[config.mk]
export PLATFORM = sky130hd
export DESIGN_NAME = twi_mem_slave
export DESIGN_NICKNAME = d
export VERILOG_FILES = /design/src/rtl/twi_mem_pkg.sv /design/src/rtl/twi_line_mon.sv /design/src/rtl/twi_page_stage.sv /design/src/rtl/twi_prog_store.sv /design/src/rtl/twi_mem_slave.sv
export SDC_FILE = /design/constraint.sdc
export NUM_CORES = 2
export LEC_CHECK = 0
export BUFFER_PORTS_ARGS = -buffer_cell sky130_fd_sc_hd__buf_2
export CORE_MARGIN = 2
export CORE_UTILIZATION = 40
export DETAILED_ROUTE_END_ITERATION = 8
export PLACE_DENSITY = 0.61
export SYNTH_ARGS = -nofsm -noshare
export SYNTH_HDL_FRONTEND = slang
export SYNTH_SLANG_ARGS = --single-unit
[constraint.sdc]
create_clock -name clk_i -period 6.07 [get_ports clk_i]
set_clock_uncertainty 0.1 [all_clocks]
set_input_delay 0.3035 -clock clk_i [delete_from_list [all_inputs] [get_ports clk_i]]
set_output_delay 0.3035 -clock clk_i [all_outputs]
set_load 0.02 [all_outputs]
[src/rtl/twi_mem_pkg.sv]
`timescale 1ns/1ps
package twi_mem_pkg;
  localparam int ADDR_W = 8;
  localparam int BYTE_W = 8;

  typedef enum logic [2:0] {
    PH_IDLE,
    PH_SEL,
    PH_ADDR,
    PH_WDAT,
    PH_ACK,
    PH_RDAT,
    PH_MACK,
    PH_SKIP
  } phase_e;
endpackage

[src/rtl/twi_line_mon.sv]
`timescale 1ns/1ps
module twi_line_mon #(
  parameter int SYNC_STAGES = 2
) (
  input  logic clk_i,
  input  logic rst_ni,
  input  logic scl_i,
  input  logic sda_i,
  output logic scl_o,
  output logic sda_o,
  output logic scl_rise_o,
  output logic scl_fall_o,
  output logic start_o,
  output logic stop_o
);
  localparam int SW = SYNC_STAGES + 1;

  logic [SW-1:0] scl_sh, sda_sh;

  // idle bus reads high
  always_ff @(posedge clk_i or negedge rst_ni) begin
    if (!rst_ni) begin
      scl_sh <= '1;
      sda_sh <= '1;
    end else begin
      scl_sh <= {scl_sh[SW-2:0], scl_i};
      sda_sh <= {sda_sh[SW-2:0], sda_i};
    end
  end

  logic scl_q, scl_p, sda_q, sda_p;
  assign scl_q = scl_sh[SW-2];
  assign scl_p = scl_sh[SW-1];
  assign sda_q = sda_sh[SW-2];
  assign sda_p = sda_sh[SW-1];

  assign scl_o      = scl_q;
  assign sda_o      = sda_q;
  assign scl_rise_o = scl_q & ~scl_p;
  assign scl_fall_o = ~scl_q & scl_p;
  assign start_o    = scl_q & scl_p & sda_p & ~sda_q;
  assign stop_o     = scl_q & scl_p & ~sda_p & sda_q;
endmodule

[src/rtl/twi_page_stage.sv]
`timescale 1ns/1ps
module twi_page_stage #(
  parameter int PAGE   = 16,
  parameter int BYTE_W = 8,
  localparam int OW    = $clog2(PAGE)
) (
  input  logic                         clk_i,
  input  logic                         rst_ni,
  input  logic                         clear_i,
  input  logic [OW-1:0]                base_i,
  input  logic                         push_i,
  input  logic [BYTE_W-1:0]            data_i,
  output logic [PAGE-1:0][BYTE_W-1:0]  slot_data_o,
  output logic [PAGE-1:0]              slot_vld_o
);
  logic [PAGE-1:0][BYTE_W-1:0] data_q;
  logic [PAGE-1:0]             vld_q;
  logic [OW-1:0]               off_q;

  // slot index is the page offset, so a wrap overwrites the oldest byte in place
  always_ff @(posedge clk_i or negedge rst_ni) begin
    if (!rst_ni) begin
      data_q <= '0;
      vld_q  <= '0;
      off_q  <= '0;
    end else if (clear_i) begin
      vld_q <= '0;
      off_q <= base_i;
    end else if (push_i) begin
      data_q[off_q] <= data_i;
      vld_q[off_q]  <= 1'b1;
      off_q         <= off_q + 1'b1;
    end
  end

  assign slot_data_o = data_q;
  assign slot_vld_o  = vld_q;
endmodule

[src/rtl/twi_prog_store.sv]
`timescale 1ns/1ps
module twi_prog_store #(
  parameter int ADDR_W      = 8,
  parameter int BYTE_W      = 8,
  parameter int PAGE        = 16,
  parameter int PROG_CYCLES = 64,
  localparam int OW         = $clog2(PAGE),
  localparam int DEPTH      = 1 << ADDR_W,
  localparam int CW         = $clog2(PROG_CYCLES + 1)
) (
  input  logic                         clk_i,
  input  logic                         rst_ni,
  input  logic                         start_i,
  input  logic [ADDR_W-OW-1:0]         page_i,
  input  logic [PAGE-1:0][BYTE_W-1:0]  slot_data_i,
  input  logic [PAGE-1:0]              slot_vld_i,
  input  logic [ADDR_W-1:0]            rd_addr_i,
  output logic [BYTE_W-1:0]            rd_data_o,
  output logic                         busy_o
);
  logic [BYTE_W-1:0] mem_q [DEPTH];
  logic              busy_q;
  logic [CW-1:0]     tmr_q;
  logic [OW:0]       walk_q;
  logic [OW-1:0]     slot;

  assign slot = walk_q[OW-1:0];

  // timer sets busy length; slots are copied one per clock at its start
  always_ff @(posedge clk_i or negedge rst_ni) begin
    if (!rst_ni) begin
      busy_q <= 1'b0;
      tmr_q  <= '0;
      walk_q <= '0;
    end else if (start_i) begin
      busy_q <= 1'b1;
      tmr_q  <= CW'(PROG_CYCLES - 1);
      walk_q <= '0;
    end else if (busy_q) begin
      if (tmr_q == '0) busy_q <= 1'b0;
      else             tmr_q  <= tmr_q - 1'b1;
      if (!walk_q[OW]) walk_q <= walk_q + 1'b1;
    end
  end

  always_ff @(posedge clk_i or negedge rst_ni) begin
    if (!rst_ni) begin
      for (int i = 0; i < DEPTH; i++) mem_q[i] <= '0;
    end else if (busy_q && !walk_q[OW] && slot_vld_i[slot]) begin
      mem_q[{page_i, slot}] <= slot_data_i[slot];
    end
  end

  assign rd_data_o = mem_q[rd_addr_i];
  assign busy_o    = busy_q;
endmodule

[src/rtl/twi_mem_slave.sv]
`timescale 1ns/1ps
module twi_mem_slave
  import twi_mem_pkg::*;
#(
  parameter int         PAGE        = 16,
  parameter int         PROG_CYCLES = 64,
  parameter int         SYNC_STAGES = 2,
  parameter logic [6:0] DEV_ID      = 7'b1010000,
  localparam int        OW          = $clog2(PAGE)
) (
  input  logic clk_i,
  input  logic rst_ni,
  input  logic scl_i,
  input  logic sda_i,
  output logic sda_oe_o,
  output logic busy_o
);
  logic scl_s, sda_s, scl_rise, scl_fall, start_s, stop_s;

  twi_line_mon #(.SYNC_STAGES(SYNC_STAGES)) i_line_mon (
    .clk_i      (clk_i),
    .rst_ni     (rst_ni),
    .scl_i      (scl_i),
    .sda_i      (sda_i),
    .scl_o      (scl_s),
    .sda_o      (sda_s),
    .scl_rise_o (scl_rise),
    .scl_fall_o (scl_fall),
    .start_o    (start_s),
    .stop_o     (stop_s)
  );

  phase_e              state_q, nxt_q;
  logic [3:0]          bit_q;
  logic [BYTE_W-1:0]   rx_q, tx_q, rd_data;
  logic [ADDR_W-1:0]   ptr_q;
  logic                oe_q, mnack_q, dirty_q;
  logic                byte_done, sel_hit, stage_clr, stage_push, commit;
  logic [PAGE-1:0][BYTE_W-1:0] slot_data;
  logic [PAGE-1:0]     slot_vld;

  assign byte_done  = scl_fall && (bit_q == 4'd8);
  assign sel_hit    = (rx_q[7:1] == DEV_ID) && !busy_o;
  assign stage_clr  = byte_done && (state_q == PH_ADDR);
  assign stage_push = byte_done && (state_q == PH_WDAT);
  assign commit     = stop_s && dirty_q && !busy_o;

  twi_page_stage #(.PAGE(PAGE), .BYTE_W(BYTE_W)) i_page_stage (
    .clk_i       (clk_i),
    .rst_ni      (rst_ni),
    .clear_i     (stage_clr),
    .base_i      (rx_q[OW-1:0]),
    .push_i      (stage_push),
    .data_i      (rx_q),
    .slot_data_o (slot_data),
    .slot_vld_o  (slot_vld)
  );

  twi_prog_store #(
    .ADDR_W      (ADDR_W),
    .BYTE_W      (BYTE_W),
    .PAGE        (PAGE),
    .PROG_CYCLES (PROG_CYCLES)
  ) i_prog_store (
    .clk_i       (clk_i),
    .rst_ni      (rst_ni),
    .start_i     (commit),
    .page_i      (ptr_q[ADDR_W-1:OW]),
    .slot_data_i (slot_data),
    .slot_vld_i  (slot_vld),
    .rd_addr_i   (ptr_q),
    .rd_data_o   (rd_data),
    .busy_o      (busy_o)
  );

  always_ff @(posedge clk_i or negedge rst_ni) begin
    if (!rst_ni) begin
      state_q <= PH_IDLE;
      nxt_q   <= PH_IDLE;
      bit_q   <= '0;
      rx_q    <= '0;
      tx_q    <= '0;
      ptr_q   <= '0;
      oe_q    <= 1'b0;
      mnack_q <= 1'b0;
      dirty_q <= 1'b0;
    end else begin
      unique case (state_q)
        PH_SEL, PH_ADDR, PH_WDAT: begin
          if (scl_rise) begin
            rx_q  <= {rx_q[BYTE_W-2:0], sda_s};
            bit_q <= bit_q + 1'b1;
          end
          if (byte_done) begin
            bit_q <= '0;
            if (state_q == PH_SEL) begin
              if (sel_hit) begin
                oe_q    <= 1'b1;
                state_q <= PH_ACK;
                nxt_q   <= rx_q[0] ? PH_RDAT : PH_ADDR;
              end else begin
                state_q <= PH_SKIP;
              end
            end else begin
              oe_q    <= 1'b1;
              state_q <= PH_ACK;
              nxt_q   <= PH_WDAT;
              if (state_q == PH_ADDR) ptr_q   <= rx_q;
              else                    dirty_q <= 1'b1;
            end
          end
        end
        PH_ACK: begin
          if (scl_fall) begin
            bit_q <= '0;
            if (nxt_q == PH_RDAT) begin
              tx_q    <= rd_data;
              oe_q    <= ~rd_data[BYTE_W-1];
              ptr_q   <= ptr_q + 1'b1;
              state_q <= PH_RDAT;
            end else begin
              oe_q    <= 1'b0;
              state_q <= nxt_q;
            end
          end
        end
        PH_RDAT: begin
          if (scl_fall) begin
            if (bit_q == 4'd7) begin
              oe_q    <= 1'b0;
              state_q <= PH_MACK;
            end else begin
              bit_q <= bit_q + 1'b1;
              tx_q  <= {tx_q[BYTE_W-2:0], 1'b0};
              oe_q  <= ~tx_q[BYTE_W-2];
            end
          end
        end
        PH_MACK: begin
          if (scl_rise) mnack_q <= sda_s;
          if (scl_fall) begin
            bit_q <= '0;
            if (!mnack_q) begin
              tx_q    <= rd_data;
              oe_q    <= ~rd_data[BYTE_W-1];
              ptr_q   <= ptr_q + 1'b1;
              state_q <= PH_RDAT;
            end else begin
              state_q <= PH_SKIP;
            end
          end
        end
        default: ;
      endcase

      // bus conditions override the byte phases
      if (start_s) begin
        state_q <= PH_SEL;
        bit_q   <= '0;
        oe_q    <= 1'b0;
        dirty_q <= 1'b0;
      end else if (stop_s) begin
        state_q <= PH_IDLE;
        bit_q   <= '0;
        oe_q    <= 1'b0;
        dirty_q <= 1'b0;
      end
    end
  end

  assign sda_oe_o = oe_q;
endmodule

==> reports/results.ini <==
[clocking]
h-tree-depth=4
cts_resized=0
cts_root_buf=clkbuf_16
cts_tree=done
cts_setup_buffers=0
worstSkewPairLatency_ps=900
cts_buffers=232
cts_buffer_depth=3
clkSinkCount=2251
clk_pin_slew_worst_paths_ps=70

[yosys]
syn-cell-area_mm2=0.104
synth_most_common_cell=dfrtp_1
async_flop_share=1.00
synth_top_area_cell=dfrtp_1
syn_area_per_cell_um2=15.4
synth_flop_cell=dfrtp_1
synth.area.top_cells=dfrtp_1 (54%), mux2_2 (15%), mux4_2 (12%), mux2_1 (8.7%), clkbuf_1 (1.2%)
synth_nets=6769
synth.distinct_cells=75
synth.top_cells.by_count=dfrtp_1 (2245), mux2_2 (1396), mux2_1 (803)
synth_top_area_share=0.542
seq_area_frac_synth=0.543
syn_inst=6752
ys_warn_count=0
ys_seq_elements=2251
synth_edf_count=0

[worst_setup_path]
critical_path.top_delay_family=multiplexers
endpoint_kind=flop
crit_chain=buf_12, buf_4, mux4_2, mux4_2, nand2b_1, a21oi_1, o31ai_1, buf_4, o41ai_1
path_max_fanout=40
cp_slowest_stage_delay_ps=950
critical_path_class=reg2reg
arrival_ps=5210
cp-start-kind=flop
crit_path_top_delay_cell=dfrtp_4
path_buf_inv=3
critPathRequiredTime_ps=6680

[worst_hold_path]
hold_class=in2async

[finish]
final_util=0.449
fin_cells=10200
final_nets=6671
synthToLayoutAreaGrowth_pct=11.5
drive_above_1_share=0.398

[flow_run]
cap_violations=0

[global_routing]
antenna_found_initial=14
grt-ovfl-total=0
grt_max_degree=193
grt.total_usage=0.231
grt_pass1_wl_um=451000
grt_pass1_vias=63300

[route]
wl_um=302000
route.met3.wl_um=18700
topRoutingLayerUsed=met5
drtIter0Drc=5068
vias_per_cell=5.90
dr.pass1.iters=8
drc=0
wire_per_inst_um=29.5
drt-met1-wl_um=134000
vias=60400
postRouteAntennaNets=0
met2_length_um=139000

[placement]
dp_hpwl_um=188000
port_buffers=5
placedCellCount=9798
dp_slack_ps=1430
gp_congestion=0.850

[sta]
fin_hold_ws_ps=144
worst_slew_pin_slew_ps=1460
finalCriticalPeriod_ps=4600
fin_setup_tns_ps=0
slew_headroom=0.0227
slew_violations=0
max_freq_mhz=217
fin_crit_sh=0.758
rsz0062_at_grt=no
fin_ws_ps=1470
hold_violations=0
setup_violations=0

[die]
io_pins=6
die_area_mm2=0.263
start_util=0.403
fp-row-count=186
chipWidth_um=513
core-area_mm2=0.257
fp.dieH_um=513

[pwr]
power_density_mw_per_mm2=335
p_leak_nw=54.7
max-vdd-ir-drop_mv=0.287

[run_status]
outcome=completed

-- worst reg2reg max path: stages (launching register included) --
cell      delay, ps
dfrtp_4         950
buf_12          480
buf_4           450
mux4_2          580
mux4_2          510
nand2b_1        160
a21oi_1         230
o31ai_1         110
buf_4           190
o41ai_1         640
-- layout by cell type, fill, tap and decap left out, drive strengths merged, types with 11 or more instances in the layout --
cell type	netlist	layout
inv	20	25
bufinv	0	16
nor2	295	295
o21ai	52	52
o211ai	14	14
nor2b	26	26
nand2b	21	21
a211oi	16	16
nand2	212	212
nand3	89	89
and2	13	13
clkinv	0	42
dfrtp	2245	2245
o22ai	21	21
mux4	559	559
mux2i	121	121
clkbuf	328	360
a221oi	11	11
buf	187	178
nand4	14	14
a22oi	42	42
a21oi	63	63
nor4	12	12
ha	13	13
nor3	26	26
mux2	2199	2199
a31oi	21	21
-- final timing paths --
kind	startpoint	end	slack, ps	cells after the start
hold reg to reg	i_line_mon.scl_sh[0]	i_line_mon.scl_sh[1]	260	0
setup reg to reg	ptr_q[1]	sda_oe_o	1470	9
setup / recovery	ptr_q[1]	sda_oe_o	1470	9
max in group asynchronous	rst_ni	i_prog_store.mem_q[1365]	4340	4
min in group clk_i	i_line_mon.scl_sh[0]	i_line_mon.scl_sh[1]	260	0
hold / removal	rst_ni	i_page_stage.slot_data_o[121]	140	3
-- metal layers --
metal / track usage / vias up
li1: - / 25000
met1: 0.327 / 33300
met2: 0.356 / 1671
met3: 0.0461 / 464
met4: 0.0748 / 8
met5: 0 / -
-- state kept, by name, summed over array words and instances (netlist names), 3 cells and up --
signal / flops
tx_q: 7
state_q: 3
i_prog_store.mem_q: 2048
ptr_q: 8
i_page_stage.slot_vld_o: 16
i_prog_store.tmr_q: 7
i_line_mon.scl_sh: 3
bit_q: 4
i_page_stage.slot_data_o: 128
i_page_stage.off_q: 4
i_line_mon.sda_sh: 3
nxt_q: 3
i_prog_store.walk_q: 5
rx_q: 8
-- cells by family (layout without fill, tap and decap cells) --
group           count (synthesis)  after routing  share of synthesized area
buf+inv                       535            629                     0.0227
other cells                     0              5                          0
flops                        2251           2251                      0.543
simple gates                  757            757                     0.0399
xor+xnor                        7              7                   0.000591
fa+ha+maj                      13             13                    0.00157
compound gates                310            310                     0.0200
mux                          2879           2879                      0.372
-- what timing repair did --
item,in CTS,in global routing
hold buffers,6,0
setup endpoints to repair,0,0
hold endpoints to repair,442,0
-- metrics by stage --
step | instance area (µm²) | power (W)
after detailed placement | 108000 | 0.0242
after global placement | 108000 | 0.0241
after floorplan | 104000 | 0.0202
after CTS | 116000 | 0.0390
final | 116000 | 0.0387
after global routing | 116000 | 0.0400
-- report_power, final --
group          leakage, nW  total (W)  switching [W]  internal (W)
clock                 3.92     0.0148        0.00614       0.00864
sequential            31.4     0.0157       0.000574        0.0152
combinational         19.4    0.00823        0.00591       0.00232
total                 54.7     0.0387         0.0126        0.0261
-- layout make-up --
cell class / instances / area, µm²
Clock inverter: 66 / 891
Antenna cell: 5 / 12.5
Clock buffer: 360 / 7060
Multi-Input combinational cell: 3966 / 45100
Fill cell: 22700 / 142000
Timing Repair Buffer: 183 / 1850
Sequential cell: 2251 / 56400
Tap cell: 3384 / 4230
Inverter: 20 / 82.6
No activity file was read; power rests on OpenSTA's default activity.
